<file path="src/rtl/sar_pkg.sv">
package sar_pkg;
  localparam int RES_W    = 13;
  localparam int CORR_W   = 8;
  localparam int N_CAL    = 7;
  localparam int N_SAMPLE = 8;
  localparam int ADDR_W   = 3;
  localparam int IDX_W    = $clog2(RES_W);

  typedef enum logic [1:0] {PH_IDLE, PH_LOAD, PH_SAMPLE, PH_TRIAL} phase_t;

  // signed add clamped to the CORR_W range
  function automatic logic signed [CORR_W-1:0] sat_add(
      input logic signed [CORR_W-1:0] a,
      input logic signed [CORR_W-1:0] b);
    logic signed [CORR_W:0] s;
    s = {a[CORR_W-1], a} + {b[CORR_W-1], b};
    if (s[CORR_W] != s[CORR_W-1])
      return s[CORR_W] ? {1'b1, {(CORR_W-1){1'b0}}} : {1'b0, {(CORR_W-1){1'b1}}};
    return s[CORR_W-1:0];
  endfunction

  // offset binary to two's complement
  function automatic logic [RES_W-1:0] to_twos(input logic [RES_W-1:0] u);
    return {~u[RES_W-1], u[RES_W-2:0]};
  endfunction

  function automatic logic [RES_W-1:0] trial_bit(input logic [IDX_W-1:0] idx);
    return RES_W'(1) << idx;
  endfunction

  // heaviest capacitor at address 1, next at 2, ...
  function automatic logic [ADDR_W-1:0] cal_addr(input logic [IDX_W-1:0] idx);
    return ADDR_W'(RES_W - int'(idx));
  endfunction
endpackage

</file>
<file path="src/rtl/sar_seq.sv">
module sar_seq
  import sar_pkg::*;
#(
  parameter int W   = RES_W,
  parameter int NS  = N_SAMPLE,
  localparam int IW = $clog2(W),
  localparam int SW = (NS > 1) ? $clog2(NS) : 1
) (
  input  logic          clk,
  input  logic          rst_n,
  input  logic          start_i,
  output logic [IW-1:0] bit_idx_o,
  output logic          load_o,
  output logic          sample_o,
  output logic          trial_o,
  output logic          last_o
);
  phase_t        ph_q;
  logic [SW-1:0] scnt_q;
  logic [IW-1:0] idx_q;

  always_ff @(posedge clk or negedge rst_n) begin
    if (!rst_n) begin
      ph_q   <= PH_IDLE;
      scnt_q <= '0;
      idx_q  <= '0;
    end else if (start_i) begin
      ph_q   <= PH_LOAD;
      scnt_q <= '0;
      idx_q  <= IW'(W - 1);
    end else begin
      unique case (ph_q)
        PH_LOAD: begin
          ph_q   <= PH_SAMPLE;
          scnt_q <= '0;
        end
        PH_SAMPLE: begin
          if (scnt_q == SW'(NS - 1)) begin
            ph_q  <= PH_TRIAL;
            idx_q <= IW'(W - 1);
          end else begin
            scnt_q <= scnt_q + 1'b1;
          end
        end
        PH_TRIAL: begin
          if (idx_q == '0) ph_q <= PH_IDLE;
          else             idx_q <= idx_q - 1'b1;
        end
        default: ph_q <= PH_IDLE;
      endcase
    end
  end

  assign bit_idx_o = idx_q;
  assign load_o    = (ph_q == PH_LOAD);
  assign sample_o  = (ph_q == PH_SAMPLE);
  assign trial_o   = (ph_q == PH_TRIAL);
  assign last_o    = trial_o && (idx_q == '0);
endmodule

</file>
<file path="src/rtl/sar_bits.sv">
module sar_bits
  import sar_pkg::*;
#(
  parameter int W   = RES_W,
  localparam int IW = $clog2(W)
) (
  input  logic          clk,
  input  logic          rst_n,
  input  logic          start_i,
  input  logic          trial_i,
  input  logic          last_i,
  input  logic [IW-1:0] bit_idx_i,
  input  logic          cmp_i,
  output logic [W-1:0]  sw_code_o,
  output logic [W-1:0]  result_o,
  output logic          done_o,
  output logic          keep_o
);
  logic [W-1:0] code_q;
  logic [W-1:0] trial_code;

  assign trial_code = code_q | trial_bit(bit_idx_i);
  assign keep_o     = trial_i && cmp_i;
  assign sw_code_o  = trial_i ? trial_code : code_q;

  always_ff @(posedge clk or negedge rst_n) begin
    if (!rst_n) begin
      code_q   <= '0;
      result_o <= '0;
      done_o   <= 1'b0;
    end else begin
      done_o <= 1'b0;
      if (start_i) begin
        code_q <= '0;
      end else if (trial_i) begin
        if (cmp_i) code_q <= trial_code;
        if (last_i) begin
          result_o <= to_twos(cmp_i ? trial_code : code_q);
          done_o   <= 1'b1;
        end
      end
    end
  end
endmodule

</file>
<file path="src/rtl/sar_corr.sv">
module sar_corr
  import sar_pkg::*;
#(
  parameter int W   = RES_W,
  parameter int CW  = CORR_W,
  parameter int NC  = N_CAL,
  parameter int AW  = ADDR_W,
  localparam int IW = $clog2(W)
) (
  input  logic                 clk,
  input  logic                 rst_n,
  input  logic                 start_i,
  input  logic                 load_i,
  input  logic                 trial_i,
  input  logic [IW-1:0]        bit_idx_i,
  input  logic                 cmp_i,
  input  logic signed [CW-1:0] ram_data_i,
  output logic                 ram_rd_o,
  output logic [AW-1:0]        ram_addr_o,
  output logic signed [CW-1:0] corr_o,
  output logic signed [CW-1:0] acc_o,
  output logic                 cal_trial_o
);
  logic signed [CW-1:0] acc_q;
  logic signed [CW-1:0] tentative;

  assign cal_trial_o = trial_i && (bit_idx_i >= IW'(W - NC));
  assign tentative   = sat_add(acc_q, ram_data_i);
  assign ram_rd_o    = load_i || cal_trial_o;
  assign ram_addr_o  = cal_trial_o ? cal_addr(bit_idx_i) : '0;
  assign corr_o      = cal_trial_o ? tentative : acc_q;
  assign acc_o       = acc_q;

  always_ff @(posedge clk or negedge rst_n) begin
    if (!rst_n)                       acc_q <= '0;
    else if (start_i)                 acc_q <= acc_q;
    else if (load_i)                  acc_q <= ram_data_i;
    else if (cal_trial_o && cmp_i)    acc_q <= tentative;
  end
endmodule

</file>
<file path="src/rtl/sar_corr_engine.sv">
module sar_corr_engine
  import sar_pkg::*;
#(
  parameter int W  = RES_W,
  parameter int CW = CORR_W,
  parameter int NC = N_CAL,
  parameter int NS = N_SAMPLE,
  parameter int AW = ADDR_W
) (
  input  logic                 clk,
  input  logic                 rst_n,
  input  logic                 start_i,
  input  logic                 cmp_i,
  output logic                 ram_rd_o,
  output logic [AW-1:0]        ram_addr_o,
  input  logic signed [CW-1:0] ram_data_i,
  output logic signed [CW-1:0] corr_o,
  output logic                 sample_o,
  output logic [W-1:0]         sw_code_o,
  output logic                 busy_o,
  output logic [W-1:0]         result_o,
  output logic                 done_o
);
  localparam int IW = $clog2(W);

  logic [IW-1:0]        bit_idx_w;
  logic                 load_w;
  logic                 trial_w;
  logic                 last_w;
  logic                 keep_w;
  logic                 cal_trial_w;
  logic                 low_trial_w;
  logic signed [CW-1:0] acc_w;

  sar_seq #(.W(W), .NS(NS)) u_seq (
    .clk(clk), .rst_n(rst_n), .start_i(start_i),
    .bit_idx_o(bit_idx_w), .load_o(load_w), .sample_o(sample_o),
    .trial_o(trial_w), .last_o(last_w)
  );

  sar_bits #(.W(W)) u_bits (
    .clk(clk), .rst_n(rst_n), .start_i(start_i), .trial_i(trial_w),
    .last_i(last_w), .bit_idx_i(bit_idx_w), .cmp_i(cmp_i),
    .sw_code_o(sw_code_o), .result_o(result_o), .done_o(done_o),
    .keep_o(keep_w)
  );

  sar_corr #(.W(W), .CW(CW), .NC(NC), .AW(AW)) u_corr (
    .clk(clk), .rst_n(rst_n), .start_i(start_i), .load_i(load_w),
    .trial_i(trial_w), .bit_idx_i(bit_idx_w), .cmp_i(cmp_i),
    .ram_data_i(ram_data_i), .ram_rd_o(ram_rd_o), .ram_addr_o(ram_addr_o),
    .corr_o(corr_o), .acc_o(acc_w), .cal_trial_o(cal_trial_w)
  );

  assign low_trial_w = trial_w && !cal_trial_w;
  assign busy_o      = load_w || sample_o || trial_w;
endmodule

</file>
<file path="config.mk">
export PLATFORM = sky130hd
export DESIGN_NAME = sar_corr_engine
export DESIGN_NICKNAME = d
export VERILOG_FILES = /design/src/rtl/sar_pkg.sv /design/src/rtl/sar_seq.sv /design/src/rtl/sar_bits.sv /design/src/rtl/sar_corr.sv /design/src/rtl/sar_corr_engine.sv
export SDC_FILE = /design/constraint.sdc
export NUM_CORES = 1
export LEC_CHECK = 0
export ABC_AREA = 1
export BUFFER_PORTS_ARGS = -buffer_cell sky130_fd_sc_hd__buf_2
export CORE_UTILIZATION = 55
export DETAILED_ROUTE_END_ITERATION = 8
export HOLD_SLACK_MARGIN = 0.12
export PLACE_DENSITY_LB_ADDON = 0.15
export RECOVER_POWER = 50
export REMOVE_ABC_BUFFERS = 1
export SYNTH_ARGS = -nofsm -noshare
export SYNTH_HDL_FRONTEND = slang
export SYNTH_SLANG_ARGS = --single-unit
</file>
<file path="constraint.sdc">
create_clock -name clk -period 2.7 [get_ports clk]
set_input_delay 0.135 -clock clk [delete_from_list [all_inputs] [get_ports clk]]
set_output_delay 0.135 -clock clk [all_outputs]
set_load 0.1 [all_outputs]
</file>
==> flow_summary.ini <==
[worst_setup_path]
cp.required_ps = 2570
path_class = reg2out
r2r-start = u_seq.ph_q[1]
crit_start = u_corr.acc_o[0]
r2r_slack_ps = 380
critPathMaxFanout = 12
arrival_ps = 2410
critPathLaunchType = flip-flop
endpoint_kind = output pin

[place]
hpwl_um = 4830
routabilityCongestion = 0.806
dpl_cell_area_um2 = 3340
pre_cts_slack_ps = 323
io_buffers = 52

[logic_synthesis]
ys_dominant_reg_cell = dfrtp_1
synth_cells = 402
ys_seq_elements = 44
synth_cell_types = 30
synth-edff-count = 0
async_flop_share_pct = 100
synth-seq-area-share_pct = 37.4
syn_area_um2 = 2940
avgSynthCellArea_um2 = 7.32
synth_warnings = 0

[floorplan]
rows = 26
die-area_um2 = 5640
core_um2 = 5140
die_w_um = 75.1
fp.dieH_um = 75.1
start_util_pct = 57.2
pin_count = 53

[timing]
clock.fmax_mhz = 393
setup_viol = 0
relSlewSlack_pct = 22.1
whs_ps = 173
hold_viol_final = 0
worst_pin_slew_ps = 1170
setup_ws_ps = 153
min_period_over_period_pct = 94.3
period_needed_ps = 2550
finalMaxSlewViolations = 0
fin_worst_skew_ps = 5.96

[drt]
ant_nets = 0
vias = 2719
routed_wirelength_um = 6650
route.detailed.drc = 0
drtPass1Iterations = 4
viasPerCell = 5.17
drtIter0Drc = 159
wl_per_cell_um = 12.6

[min_path]
hp-class = in2reg
holdCritStartpoint = ram_data_i[7]

[final_layout]
fin_area_um2 = 3470
area_delta_synth_final_pct = 18.1
final_nets = 489
final_layout_size_suffix_gt1_share_pct = 15.8
mostFrequentLayoutCells = nand2_1, inv_1, dfrtp_1
antenna_cells = 0
final_common_cell = nand2_1

[global_route]
grt_pass1_vias = 2504
antenna_found_initial = 0
grt.total_usage_pct = 25.1
overflow = 0
grt_pass1_wl_um = 10900
grt_max_degree = 45

[cts]
cts_made_buffers = 5
cts_buffer_depth = 2
clkSinkCount = 44
htreeDepth = 2
clock_latency_ps = 290
clk_pin_slew_ps = 80
cts_tree = done
clockRootBuffer = clkbuf_8

[run_status]
run_status = complete, no violations

[flow_run]
drv_cap = 0
[per-stage QoR]
step	std cells	utilization, %	setup TNS (ps)
detailed placement	515	65.0	0
floorplan	390	-	-3040
global placement	515	65.0	0
global route	526	67.6	-31.9
CTS	524	67.3	0
finish	526	67.6	0
[cell families (layout without fill, tap and decap cells)]
| family | count (synthesis) | in the layout | synth area share, % |
|---|---|---|---|
| xor gates and xnor gates | 3 | 3 | 0.893 |
| buffers and inverters | 65 | 119 | 9.83 |
| adders and majority gates | 22 | 22 | 9.61 |
| DFF | 44 | 44 | 37.4 |
| and+or+nand+nor | 218 | 218 | 31.9 |
| AOI/OAI and AO/OA | 50 | 50 | 10.3 |
[timing repair]
item	4_1_cts	5_1_grt
buffers inserted	0	2
endpoints found under the setup margin	0	8
hold buffers	1	0
hold endpoints to repair	44	0
gates resized for setup	0	7
[state kept, by name, summed over array words and instances (netlist names)]
register and count:
u_seq.ph_q 2, u_corr.acc_o 8, u_bits.done_o 1, u_bits.code_q 13, u_seq.scnt_q 3, u_seq.bit_idx_o 4, u_bits.result_o 13
[worst max-delay path: stages (launching register included)]
cell	delay, ps
dfrtp_1	360
ha_1	170
inv_1	60
fa_2	340
inv_1	60
nand2_1	40
nand2_1	90
nand3_1	120
nand2_1	110
nand2_1	60
nand2_2	90
nand3_4	130
nand2_1	110
nand2_1	70
o21ai_2	80
clkbuf_16	230
[metal layers]
metal	routed length, um	vias up	GRT usage (%)
li1	-	1383	-
met1	2940	1261	30.7
met2	3340	67	45.1
met3	282	8	4.28
met4	87	0	8.23
met5	0	-	0
[cell type report]
type | count | area, um^2
Clock buffer | 6 | 72.6
Clock inverter | 2 | 35.0
Fill cell | 467 | 1670
Inverter | 53 | 211
Multi-Input combinational cell | 293 | 1570
Sequential cell | 44 | 1100
Tap cell | 70 | 87.6
Timing Repair Buffer | 58 | 400
[final timing paths]
path | end | cells after the start
min in group asynchronous | u_bits.result_o[3] | 2
worst max-delay path | corr_o[1] | 15
worst min register to register | u_bits.result_o[0] | 2
worst min-delay path | u_corr.acc_o[7] | 3
max in group asynchronous | u_seq.bit_idx_o[0] | 2
worst max register to register | u_bits.result_o[12] | 8
[cells in the mapped netlist (5+ instances only)]
library cell / instances / area share [%]
nand3_1: 21 / 3.6
nor3_1: 12 / 2.0
o21ai_0: 17 / 2.9
nor2_2: 5 / 1.1
o22ai_1: 10 / 2.1
a31oi_1: 9 / 1.9
nor2_1: 28 / 3.6
inv_1: 48 / 6.1
dfrtp_1: 44 / 37
a21oi_1: 9 / 1.5
clkbuf_1: 6 / 0.77
ha_1: 21 / 8.9
nand2_1: 140 / 18
Power is left out: the tool's default activity adds up to more than one toggle a clock period on the data nets, which glitch-free logic cannot reach.
